`config.mk`:
```
export PLATFORM = sky130hd
export DESIGN_NAME = branch_skip_unit
export DESIGN_NICKNAME = d
export VERILOG_FILES = /design/src/rtl/bsu_pkg.sv /design/src/rtl/bsu_ctrl.sv /design/src/rtl/bsu_cond_select.sv /design/src/rtl/bsu_datapath.sv /design/src/rtl/branch_skip_unit.sv
export SDC_FILE = /design/constraint.sdc
export NUM_CORES = 1
export LEC_CHECK = 0
export ABC_AREA = 1
export BUFFER_PORTS_ARGS = -buffer_cell sky130_fd_sc_hd__buf_2
export CAP_MARGIN = 20
export CORE_MARGIN = 5
export CORE_UTILIZATION = 62
export CTS_CLUSTER_SIZE = 16
export DETAILED_ROUTE_END_ITERATION = 8
export PLACE_DENSITY = 0.93
export SETUP_SLACK_MARGIN = 0.02
export SYNTH_ARGS = -nofsm -noshare
export SYNTH_HDL_FRONTEND = slang
export SYNTH_HIERARCHICAL = 1
export SYNTH_SLANG_ARGS = --single-unit
```
`constraint.sdc`:
```
create_clock -name clk -period 7.3 [get_ports clk]
set_clock_uncertainty 0.2 [all_clocks]
set_input_delay 1.46 -clock clk [delete_from_list [all_inputs] [get_ports clk]]
set_output_delay 1.46 -clock clk [all_outputs]
set_load 0.02 [all_outputs]
```
`src/rtl/bsu_pkg.sv`:
```
package bsu_pkg;

  typedef enum logic [2:0] {
    OP_BRANCH = 3'd0,
    OP_SKNE   = 3'd1,
    OP_SKG    = 3'd2,
    OP_SKAZ   = 3'd3,
    OP_ISZ    = 3'd4,
    OP_DSZ    = 3'd5,
    OP_AISZ   = 3'd6,
    OP_NONE   = 3'd7
  } bsuOp_e;

  // strobes from control to datapath
  typedef struct packed {
    logic capture;  // latch the request operands this cycle
    logic busy;     // a result is being presented
  } ctrlStrobe_t;

  localparam int COND_SLOTS = 16;

endpackage

```
`src/rtl/bsu_ctrl.sv`:
```
module bsu_ctrl
  import bsu_pkg::*;
(
  input  logic        clk,
  input  logic        rstN,
  input  logic        inValid,
  input  logic        outReady,
  output logic        inReady,
  output logic        outValid,
  output ctrlStrobe_t strobe
);

  logic busyQ;

  always_ff @(posedge clk) begin
    if (!rstN) begin
      busyQ <= 1'b0;
    end else if (!busyQ && inValid) begin
      busyQ <= 1'b1;
    end else if (busyQ && outReady) begin
      busyQ <= 1'b0;
    end
  end

  assign inReady        = !busyQ;
  assign outValid       = busyQ;
  assign strobe.capture = !busyQ && inValid;
  assign strobe.busy    = busyQ;

  AST_ACCEPT_RESPONDS: assert property (@(posedge clk) disable iff (!rstN)
    (inValid && inReady) |=> (outValid && !inReady));

  AST_RELEASE_FREES: assert property (@(posedge clk) disable iff (!rstN)
    (outValid && outReady) |=> (!outValid && inReady));

  AST_HOLD_UNTIL_TAKEN: assert property (@(posedge clk) disable iff (!rstN)
    (outValid && !outReady) |=> outValid);

endmodule

```
`src/rtl/bsu_cond_select.sv`:
```
module bsu_cond_select
  import bsu_pkg::*;
#(
  parameter int WIDTH   = 16,
  parameter int NUM_EXT = 3
) (
  input  logic [3:0]         condCode,
  input  logic [WIDTH-1:0]   accVal,
  input  logic               carryFlag,
  input  logic               ovfFlag,
  input  logic               linkFlag,
  input  logic [NUM_EXT-1:0] extPins,
  output logic               condTrue
);

  localparam int EXT_BASE = COND_SLOTS - NUM_EXT;

  logic [COND_SLOTS-1:0] condVec;
  logic                  accZero;

  assign accZero = (accVal == '0);

  always_comb begin
    condVec    = '0;           // reserved slots read false
    condVec[0] = 1'b1;
    condVec[1] = accZero;
    condVec[2] = accVal[WIDTH-1];
    condVec[3] = !accZero;
    condVec[4] = carryFlag;
    condVec[5] = ovfFlag;
    condVec[6] = linkFlag;
    condVec[7] = !accVal[WIDTH-1];
    for (int i = 0; i < NUM_EXT; i++) begin
      condVec[EXT_BASE + i] = extPins[i];
    end
  end

  assign condTrue = condVec[condCode];

endmodule

```
`src/rtl/bsu_datapath.sv`:
```
module bsu_datapath
  import bsu_pkg::*;
#(
  parameter int WIDTH   = 16,
  parameter int DISP_W  = 8,
  parameter int NUM_EXT = 3
) (
  input  logic               clk,
  input  logic               rstN,
  input  ctrlStrobe_t        strobe,
  input  logic [2:0]         opIn,
  input  logic [WIDTH-1:0]   pcIn,
  input  logic [WIDTH-1:0]   accIn,
  input  logic [WIDTH-1:0]   memIn,
  input  logic [DISP_W-1:0]  immIn,
  input  logic [3:0]         condIn,
  input  logic               carryIn,
  input  logic               ovfIn,
  input  logic               linkIn,
  input  logic [NUM_EXT-1:0] extIn,
  output logic [WIDTH-1:0]   nextPc,
  output logic               taken,
  output logic               wbEn,
  output logic [WIDTH-1:0]   wbData
);

  localparam logic [WIDTH-1:0] ONE = WIDTH'(1);

  bsuOp_e             opQ;
  logic [WIDTH-1:0]   pcQ, accQ, memQ;
  logic [DISP_W-1:0]  immQ;
  logic [3:0]         condQ;
  logic               carryQ, ovfQ, linkQ;
  logic [NUM_EXT-1:0] extQ;

  always_ff @(posedge clk) begin
    if (!rstN) begin
      opQ    <= OP_NONE;
      pcQ    <= '0;
      accQ   <= '0;
      memQ   <= '0;
      immQ   <= '0;
      condQ  <= '0;
      carryQ <= 1'b0;
      ovfQ   <= 1'b0;
      linkQ  <= 1'b0;
      extQ   <= '0;
    end else if (strobe.capture) begin
      opQ    <= bsuOp_e'(opIn);
      pcQ    <= pcIn;
      accQ   <= accIn;
      memQ   <= memIn;
      immQ   <= immIn;
      condQ  <= condIn;
      carryQ <= carryIn;
      ovfQ   <= ovfIn;
      linkQ  <= linkIn;
      extQ   <= extIn;
    end
  end

  logic             condTrue;
  logic [WIDTH-1:0] immExt, incVal, decVal, addVal, branchPc, skipPc;
  logic             takeRaw;

  bsu_cond_select #(.WIDTH(WIDTH), .NUM_EXT(NUM_EXT)) uCond (
    .condCode (condQ),
    .accVal   (accQ),
    .carryFlag(carryQ),
    .ovfFlag  (ovfQ),
    .linkFlag (linkQ),
    .extPins  (extQ),
    .condTrue (condTrue)
  );

  assign immExt   = {{(WIDTH-DISP_W){immQ[DISP_W-1]}}, immQ};
  assign incVal   = memQ + ONE;
  assign decVal   = memQ - ONE;
  assign addVal   = accQ + immExt;
  assign branchPc = pcQ + immExt;
  assign skipPc   = pcQ + ONE;

  always_comb begin
    takeRaw = 1'b0;
    wbEn    = 1'b0;
    wbData  = '0;
    unique case (opQ)
      OP_BRANCH: takeRaw = condTrue;
      OP_SKNE:   takeRaw = (accQ != memQ);
      OP_SKG:    takeRaw = ($signed(accQ) > $signed(memQ));
      OP_SKAZ:   takeRaw = ((accQ & memQ) == '0);
      OP_ISZ: begin
        wbEn    = 1'b1;
        wbData  = incVal;
        takeRaw = (incVal == '0);
      end
      OP_DSZ: begin
        wbEn    = 1'b1;
        wbData  = decVal;
        takeRaw = (decVal == '0);
      end
      OP_AISZ: begin
        wbEn    = 1'b1;
        wbData  = addVal;
        takeRaw = (addVal == '0);
      end
      OP_NONE:   takeRaw = 1'b0;
      default:   takeRaw = 1'b0;
    endcase
  end

  assign taken  = takeRaw;
  assign nextPc = !takeRaw ? pcQ : ((opQ == OP_BRANCH) ? branchPc : skipPc);

  AST_COUNT_SKIP_ON_ZERO: assert property (@(posedge clk) disable iff (!rstN)
    (strobe.busy && wbEn) |-> (taken == (wbData == '0)));

  AST_NOT_TAKEN_HOLDS_PC: assert property (@(posedge clk) disable iff (!rstN)
    (strobe.busy && !taken) |-> (nextPc == pcQ));

  AST_NOOP_INERT: assert property (@(posedge clk) disable iff (!rstN)
    (strobe.busy && opQ == OP_NONE) |-> (!taken && !wbEn));

endmodule

```
`src/rtl/branch_skip_unit.sv`:
```
module branch_skip_unit
  import bsu_pkg::*;
#(
  parameter int WIDTH   = 16,
  parameter int DISP_W  = 8,
  parameter int NUM_EXT = 3
) (
  input  logic               clk,
  input  logic               rstN,
  input  logic               inValid,
  output logic               inReady,
  input  logic [2:0]         opSel,
  input  logic [WIDTH-1:0]   pcIn,
  input  logic [WIDTH-1:0]   accIn,
  input  logic [WIDTH-1:0]   memIn,
  input  logic [DISP_W-1:0]  immIn,
  input  logic [3:0]         condCode,
  input  logic               carryIn,
  input  logic               ovfIn,
  input  logic               linkIn,
  input  logic [NUM_EXT-1:0] extCond,
  output logic               outValid,
  input  logic               outReady,
  output logic [WIDTH-1:0]   nextPc,
  output logic               taken,
  output logic               wbValid,
  output logic [WIDTH-1:0]   wbData
);

  ctrlStrobe_t strobe;
  logic        wbEn;

  bsu_ctrl uCtrl (
    .clk     (clk),
    .rstN    (rstN),
    .inValid (inValid),
    .outReady(outReady),
    .inReady (inReady),
    .outValid(outValid),
    .strobe  (strobe)
  );

  bsu_datapath #(.WIDTH(WIDTH), .DISP_W(DISP_W), .NUM_EXT(NUM_EXT)) uPath (
    .clk    (clk),
    .rstN   (rstN),
    .strobe (strobe),
    .opIn   (opSel),
    .pcIn   (pcIn),
    .accIn  (accIn),
    .memIn  (memIn),
    .immIn  (immIn),
    .condIn (condCode),
    .carryIn(carryIn),
    .ovfIn  (ovfIn),
    .linkIn (linkIn),
    .extIn  (extCond),
    .nextPc (nextPc),
    .taken  (taken),
    .wbEn   (wbEn),
    .wbData (wbData)
  );

  assign wbValid = outValid && wbEn;

  AST_RESULT_STABLE: assert property (@(posedge clk) disable iff (!rstN)
    (outValid && !outReady) |=> ($stable(nextPc) && $stable(taken) && $stable(wbData)));

  AST_WB_NEEDS_VALID: assert property (@(posedge clk) disable iff (!rstN)
    wbValid |-> outValid);

endmodule

```
==> results.md, run 1 <==
* Cells along the critical path: inv_1 > nand2_1 > nor2_1 > ha_1 > a21oi_1 > o21a_1 > nand3_1 > a21oi_1 > nor2_1 > nor2_1 > xor2_1 > nand3_1 > nand2_2 > buf_2
* Part of the cycle the worst path needs at 0.685
* First-pass iteration count of the detailed router at 5
* Count of unresolved DRC violations after routing at 0
* CP top delay family: simple AND/OR/NAND/NOR gates
* Power Density at 167 nW/µm²
* Top achievable clock speed at 200 MHz
* Synth-to-layout area growth at 12.0%
* Number of buffers created by CTS at 9
* Number of I/O port buffers at 108
* Worst setup path category: register to output pin
* Maximum vdd drop at 0.197 mV
* Utilization after layout at 0.714
* Clock slew at reported path FFs at 0.07 ns
* Final setup violation count at 0
* Largest stage delay on the critical path at 0.57 ns
* Critical Path Fanout Max at 10
* Fraction of final layout cells with drive strength greater than 1 at 0.157
* Post-detailed-route via-to-cell ratio at 5.70
* Number of cells on the critical path at 14
* Startpoint Class: register
* Area of the core at 9770 µm²
* Max Transition Viols Final at 0
* H-tree levels at 3
* Fillers at 858
* CTS max path bufs at 2
* DR WL/cell at 14.8 µm
* Setup slack of the critical path after layout at 2.30 ns
* Total grt overflow at 0
* Worst reg-to-reg setup slack at 4.82 ns
* Standby leakage power at 3.61 nW
* Post-Syn Nets at 1121
* Endpoint type of the worst setup path: output pin
* Post-cts repair resize count at 0
* Most frequent standard cell in the layout excluding fill and tap cells: sky130_fd_sc_hd__nand2_1
* Internal power consumption at 0.000710 W
* Critical Path RT at 5.64 ns
* Data arrival time of the critical path at 3.34 ns
* Area enclosed by the die boundary at 12200 µm²
* Synthesized instance count at 981
* Sum of negative setup slack at 0 ns
* Die Ht at 110 µm
* Power share of the sequential group at 0.399
* Num Clock Sinks at 70
* Antenna violations before repair at 0
* End of the worst register-to-register path: uPath/immQ[7]
* Net switching power at 0.000459 W
* Slew Limit Headroom at 0.362
* Boundary Pins at 109
* Transition at the pin with the smallest max-transition slack at 0.956 ns
* Commonest cells after routing, fill and taps aside: sky130_fd_sc_hd__nand2_1 (205), sky130_fd_sc_hd__nor2_1 (173), sky130_fd_sc_hd__buf_2 (108)
* Slowest stage cell, crit path: sky130_fd_sc_hd__nor2_1
* Yosys Warn Count at 6
* Post-synthesis cell area at 6230 µm²
* Total wirelength of the detailed-routed design at 17800 µm
* Buf+Inv Stages, Crit Path at 2
* CTS Root Cell: sky130_fd_sc_hd__clkbuf_8
* Via count at 6896
* Switching part of the total at 0.392
* Critical R2R Launch: uCtrl/outValid
* Total Power Consumption at 0.00117 W
* HPWL Detailed at 13800 µm
* Detailed Route Iter0 Violations at 587
* Setup Buffers After CTS at 0
* RSZ-0062 raised after global routing: no
* TritonCTS clock tree: built
* Run status: finished, final reports clean
* Clock network fraction of total power at 0.262
* Setup Slack @ Placement at 2.68 ns
* Final hold violation count at 0
* X dimension of the die at 110 µm
* Maximum number of pins on one net before global-route repair at 69
* Relative contribution of combinational cells to total power at 0.339
* Net count, final at 1212
* Minimum period implied by the final worst setup slack at 5.00 ns
* Antenna cell count at 0
* Mean post-synth cell area at 6.35 µm²
* Final weighted congestion in routability-driven placement at 0.952
* Capturing element of the worst setup path: nextPc[14]
* Number of rows created at floorplan at 36
* Most numerous cell on the critical path: sky130_fd_sc_hd__nor2_1
* Wire length of the first global-routing pass at 28400 µm
* Worst-Skew Late Latency at 0.34 ns
* Initial core utilization at 0.638
* Via count of the first global-routing pass at 6130
* Kind of path behind the tightest hold check: register to register
* Count of antenna-violating nets left after detailed routing at 0
* All-layer global routing usage at 0.296
* Number of max-capacitance violations reported at 0
* Launch point of the critical path: uPath/opQ[2]
* Cts-stage hold buffer count at 0
* Depth of the worst register-to-register path at 8
==> flip-flops by register name, indices dropped and copies added, names as in the netlist <==
name,flops
uPath/extQ,3
uPath/ovfQ,1
uPath/pcQ,16
uPath/accQ,16
uPath/carryQ,1
uPath/opQ,3
uPath/condQ,4
uPath/immQ,8
uCtrl/outValid,1
uPath/memQ,16
uPath/linkQ,1
==> power by group through the flow <==
stage / Sequential (W) / Clock (W) / Combinational [W]
final: 0.000466 / 0.000306 / 0.000397
after global routing: 0.000469 / 0.000325 / 0.000442
after CTS: 0.000463 / 0.000309 / 0.000391
after detailed placement: 0.000472 / 0 / 0.000388
after global placement: 0.000471 / 0 / 0.000379
after floorplan: 0.000450 / 0 / 0.000296
==> how the worst min path moves through the flow <==
| stage | to | from | cells past startpoint | slack (ns) |
|---|---|---|---|---|
| 3_3_place_gp | uPath/linkQ | uPath/linkQ | 2 | 0.28 |
| 2_1_floorplan | uPath/immQ[5] | uPath/immQ[5] | 2 | 0.25 |
| 4_1_cts | uPath/extQ[0] | uPath/extQ[0] | 2 | 0.31 |
| 3_5_place_dp | uPath/extQ[0] | uPath/extQ[0] | 2 | 0.29 |
| 6_report | uPath/carryQ | uPath/carryQ | 2 | 0.31 |
| 5_1_grt | uPath/immQ[4] | uPath/immQ[4] | 2 | 0.34 |
==> layout make-up <==
cell class	instances	area, µm²	share of cell area
clock buffer	10	128	0.0183
inverter	95	357	0.0511
sequential	70	1400	0.201
clock inverter	5	61.3	0.00878
multi-input combinational	786	4310	0.618
timing repair buffer	110	556	0.0796
tap	133	166	0.0238
==> layer usage <==
| metal | vias to the layer above | global-route usage | wire, µm |
|---|---|---|---|
| li1 | 3405 | - | - |
| met1 | 3105 | 0.391 | 7370 |
| met2 | 338 | 0.481 | 8030 |
| met3 | 48 | 0.0571 | 1900 |
| met4 | 0 | 0.105 | 543 |
| met5 | - | 0 | 0 |
==> metrics by stage <==
stage	hold WS (ns)	instances	instance area, µm²
final	0.309	1209	6980
after global routing	0.341	1209	6980
after CTS	0.312	1209	6980
after detailed placement	0.293	1194	6790
after global placement	0.281	1194	6790
after floorplan	0.252	981	6230
==> tightest hold or removal path: cells and delay by family (launching register included) <==
family          cells  cell delay, ns
flops               1            0.33
compound gates      1            0.07
simple gates        1            0.07
Power figures use the tool's default switching activity.
==> run 2: changes to the inputs <==
- CORE_UTILIZATION: 62 -> 52
- PLACE_DENSITY: 0.93 -> 0.84
- clock period: 7.3 -> 4.5 ns (I/O delays scaled with it)
==> results.md, run 2 (synthesized netlist as in run 1, its figures left out) <==
* Run status: finished, final reports clean
* Most frequent standard cell in the layout excluding fill and tap cells: sky130_fd_sc_hd__nand2_1
* Final weighted congestion in routability-driven placement at 0.960
* Count of unresolved DRC violations after routing at 0
* Via count of the first global-routing pass at 6448
* Worst Hold Slack at 0.298 ns
* Top flop regs: uPath/accQ x16, uPath/memQ x16, uPath/pcQ x16
* Antenna violations before repair at 0
* TritonCTS clock tree: built
* Standby leakage power at 3.70 nW
* Max Transition Viols Final at 0
* Boundary Pins at 109
* Setup Slack @ Placement at 0.538 ns
* Number of rows created at floorplan at 40
* Most numerous cell on the critical path: sky130_fd_sc_hd__nand2_1
* CTS max path bufs at 2
* Critical Path RT at 3.40 ns
* Maximum vdd drop at 0.239 mV
* Largest stage delay on the critical path at 0.46 ns
* Startpoint Class: register
* Clock slew at reported path FFs at 0.06 ns
* Minimum period implied by the final worst setup slack at 4.26 ns
* Part of the cycle the worst path needs at 0.946
* Worst reg-to-reg setup slack at 2.08 ns
* Cell depth of the worst hold path at 2
* Via count at 6794
* Startpoint of the lowest-slack hold path: uPath/immQ[2]
* Sum of negative setup slack at 0 ns
* End of the worst register-to-register path: uPath/accQ[2]
* Count of antenna-violating nets left after detailed routing at 0
* End point of the most critical hold path: uPath/immQ[2]
* Number of max-capacitance violations reported at 0
* Count of placed standard cells in the final layout, fillers left out at 1230
* First-pass iteration count of the detailed router at 7
* Utilization after layout at 0.603
* Top achievable clock speed at 235 MHz
* Endpoint type of the worst setup path: output pin
* Power Density at 294 nW/µm²
* Initial core utilization at 0.526
* Data arrival time of the critical path at 3.16 ns
* Setup slack of the critical path after layout at 0.242 ns
* Number of buffers created by CTS at 9
* RSZ-0062 raised after global routing: yes
* Depth of the worst register-to-register path at 8
* Commonest cells after routing, fill and taps aside: sky130_fd_sc_hd__nand2_1 (204), sky130_fd_sc_hd__nor2_1 (173), sky130_fd_sc_hd__buf_2 (108)
* Number of I/O port buffers at 108
* Maximum number of pins on one net before global-route repair at 69
* All-layer global routing usage at 0.256
* X dimension of the die at 119 µm
* Worst-Skew Late Latency at 0.33 ns
* Total wirelength of the detailed-routed design at 18400 µm
* Synth-to-layout area growth at 14.8%
* Worst setup path category: register to output pin
* Final setup violation count at 0
* Cts-stage hold buffer count at 0
* HPWL Detailed at 14300 µm
* Critical R2R Launch: uCtrl/outValid
* H-tree levels at 3
* Net count, final at 1219
* Die Ht at 119 µm
* DR WL/cell at 14.9 µm
* Total grt overflow at 0
* Area enclosed by the die boundary at 14300 µm²
* Launch point of the critical path: uPath/accQ[0]
* Fraction of final layout cells with drive strength greater than 1 at 0.165
* Final hold violation count at 0
* Cells along the critical path: ha_1 > fa_1 > nand3_1 > nand2_1 > nand2_1 > nand2_1 > nand2_1 > nand2_1 > nand2_1 > nand2_1 > nor3_1 > nand3_2 > nand2_4 > nand2_8 > nand2_2 > nand2_2 > buf_2
* CTS Root Cell: sky130_fd_sc_hd__clkbuf_16
* Num Clock Sinks at 70
* Slew Limit Headroom at 0.356
* Area of the core at 11900 µm²
* Wire length of the first global-routing pass at 30200 µm
* Slowest stage cell, crit path: sky130_fd_sc_hd__fa_1
* Detailed Route Iter0 Violations at 681
* Kind of path behind the tightest hold check: register to register
* Number of cells in the design after placement at 1215
* Antenna cell count at 0
* Transition at the pin with the smallest max-transition slack at 0.967 ns
* Post-detailed-route via-to-cell ratio at 5.52
* Critical Path Fanout Max at 17
run 2: cell types whose count changed in the layout (fill, tap and decap cells not counted), moves of 2 or more:
cell and change:
sky130_fd_sc_hd__clkinv_2 +2, sky130_fd_sc_hd__clkbuf_16 +9, sky130_fd_sc_hd__clkbuf_8 -9, sky130_fd_sc_hd__buf_4 +7
run 2: how the worst max path moves through the flow:
stage | endpoint
finish | nextPc[7]
global route | nextPc[14]
CTS | nextPc[10]
detailed placement | nextPc[10]
global placement | nextPc[10]
floorplan | nextPc[15]
run 2: metal layers:
| metal | GRT usage | wire length [µm] | vias to the layer above |
|---|---|---|---|
| li1 | - | - | 3411 |
| met1 | 0.346 | 8160 | 3074 |
| met2 | 0.403 | 8140 | 272 |
| met3 | 0.0551 | 1590 | 37 |
| met4 | 0.0923 | 467 | 0 |
| met5 | 0 | 0 | - |
run 2: power by group:
group	switching (W)	internal [W]	total [W]	leakage, nW
sequential	0.0000798	0.000673	0.000752	0.581
clock	0.000269	0.000424	0.000693	0.137
combinational	0.000424	0.000233	0.000657	2.99
run 2: layout make-up:
class                           instances  area (µm²)
Fill cell                            1139        4710
Multi-Input combinational cell        786        4310
Sequential cell                        70        1400
Timing Repair Buffer                  117         608
Inverter                               95         357
Clock buffer                            9         225
Tap cell                              147         184
Clock inverter                          6        63.8
run 2: what timing repair did:
item | CTS | global route
endpoints found under the setup margin | 0 | 16
gates resized for setup | 0 | 2
setup buffers | 0 | 0
run 2: stage by stage:
| stage | area, µm² | power [W] |
|---|---|---|
| after global routing | 7150 | 0.00222 |
| after global placement | 6860 | 0.00139 |
| after detailed placement | 6860 | 0.00141 |
| final | 7150 | 0.00210 |
| after floorplan | 6230 | 0.00121 |
| after CTS | 7150 | 0.00210 |
run 2: critical path: cells and delay by family, from the launching register on:
kind / cells / cell delay [ns]
and+or+nand+nor: 14 / 1.60
adders and majority gates: 2 / 0.72
DFF: 1 / 0.34
buffers and inverters: 1 / 0.15
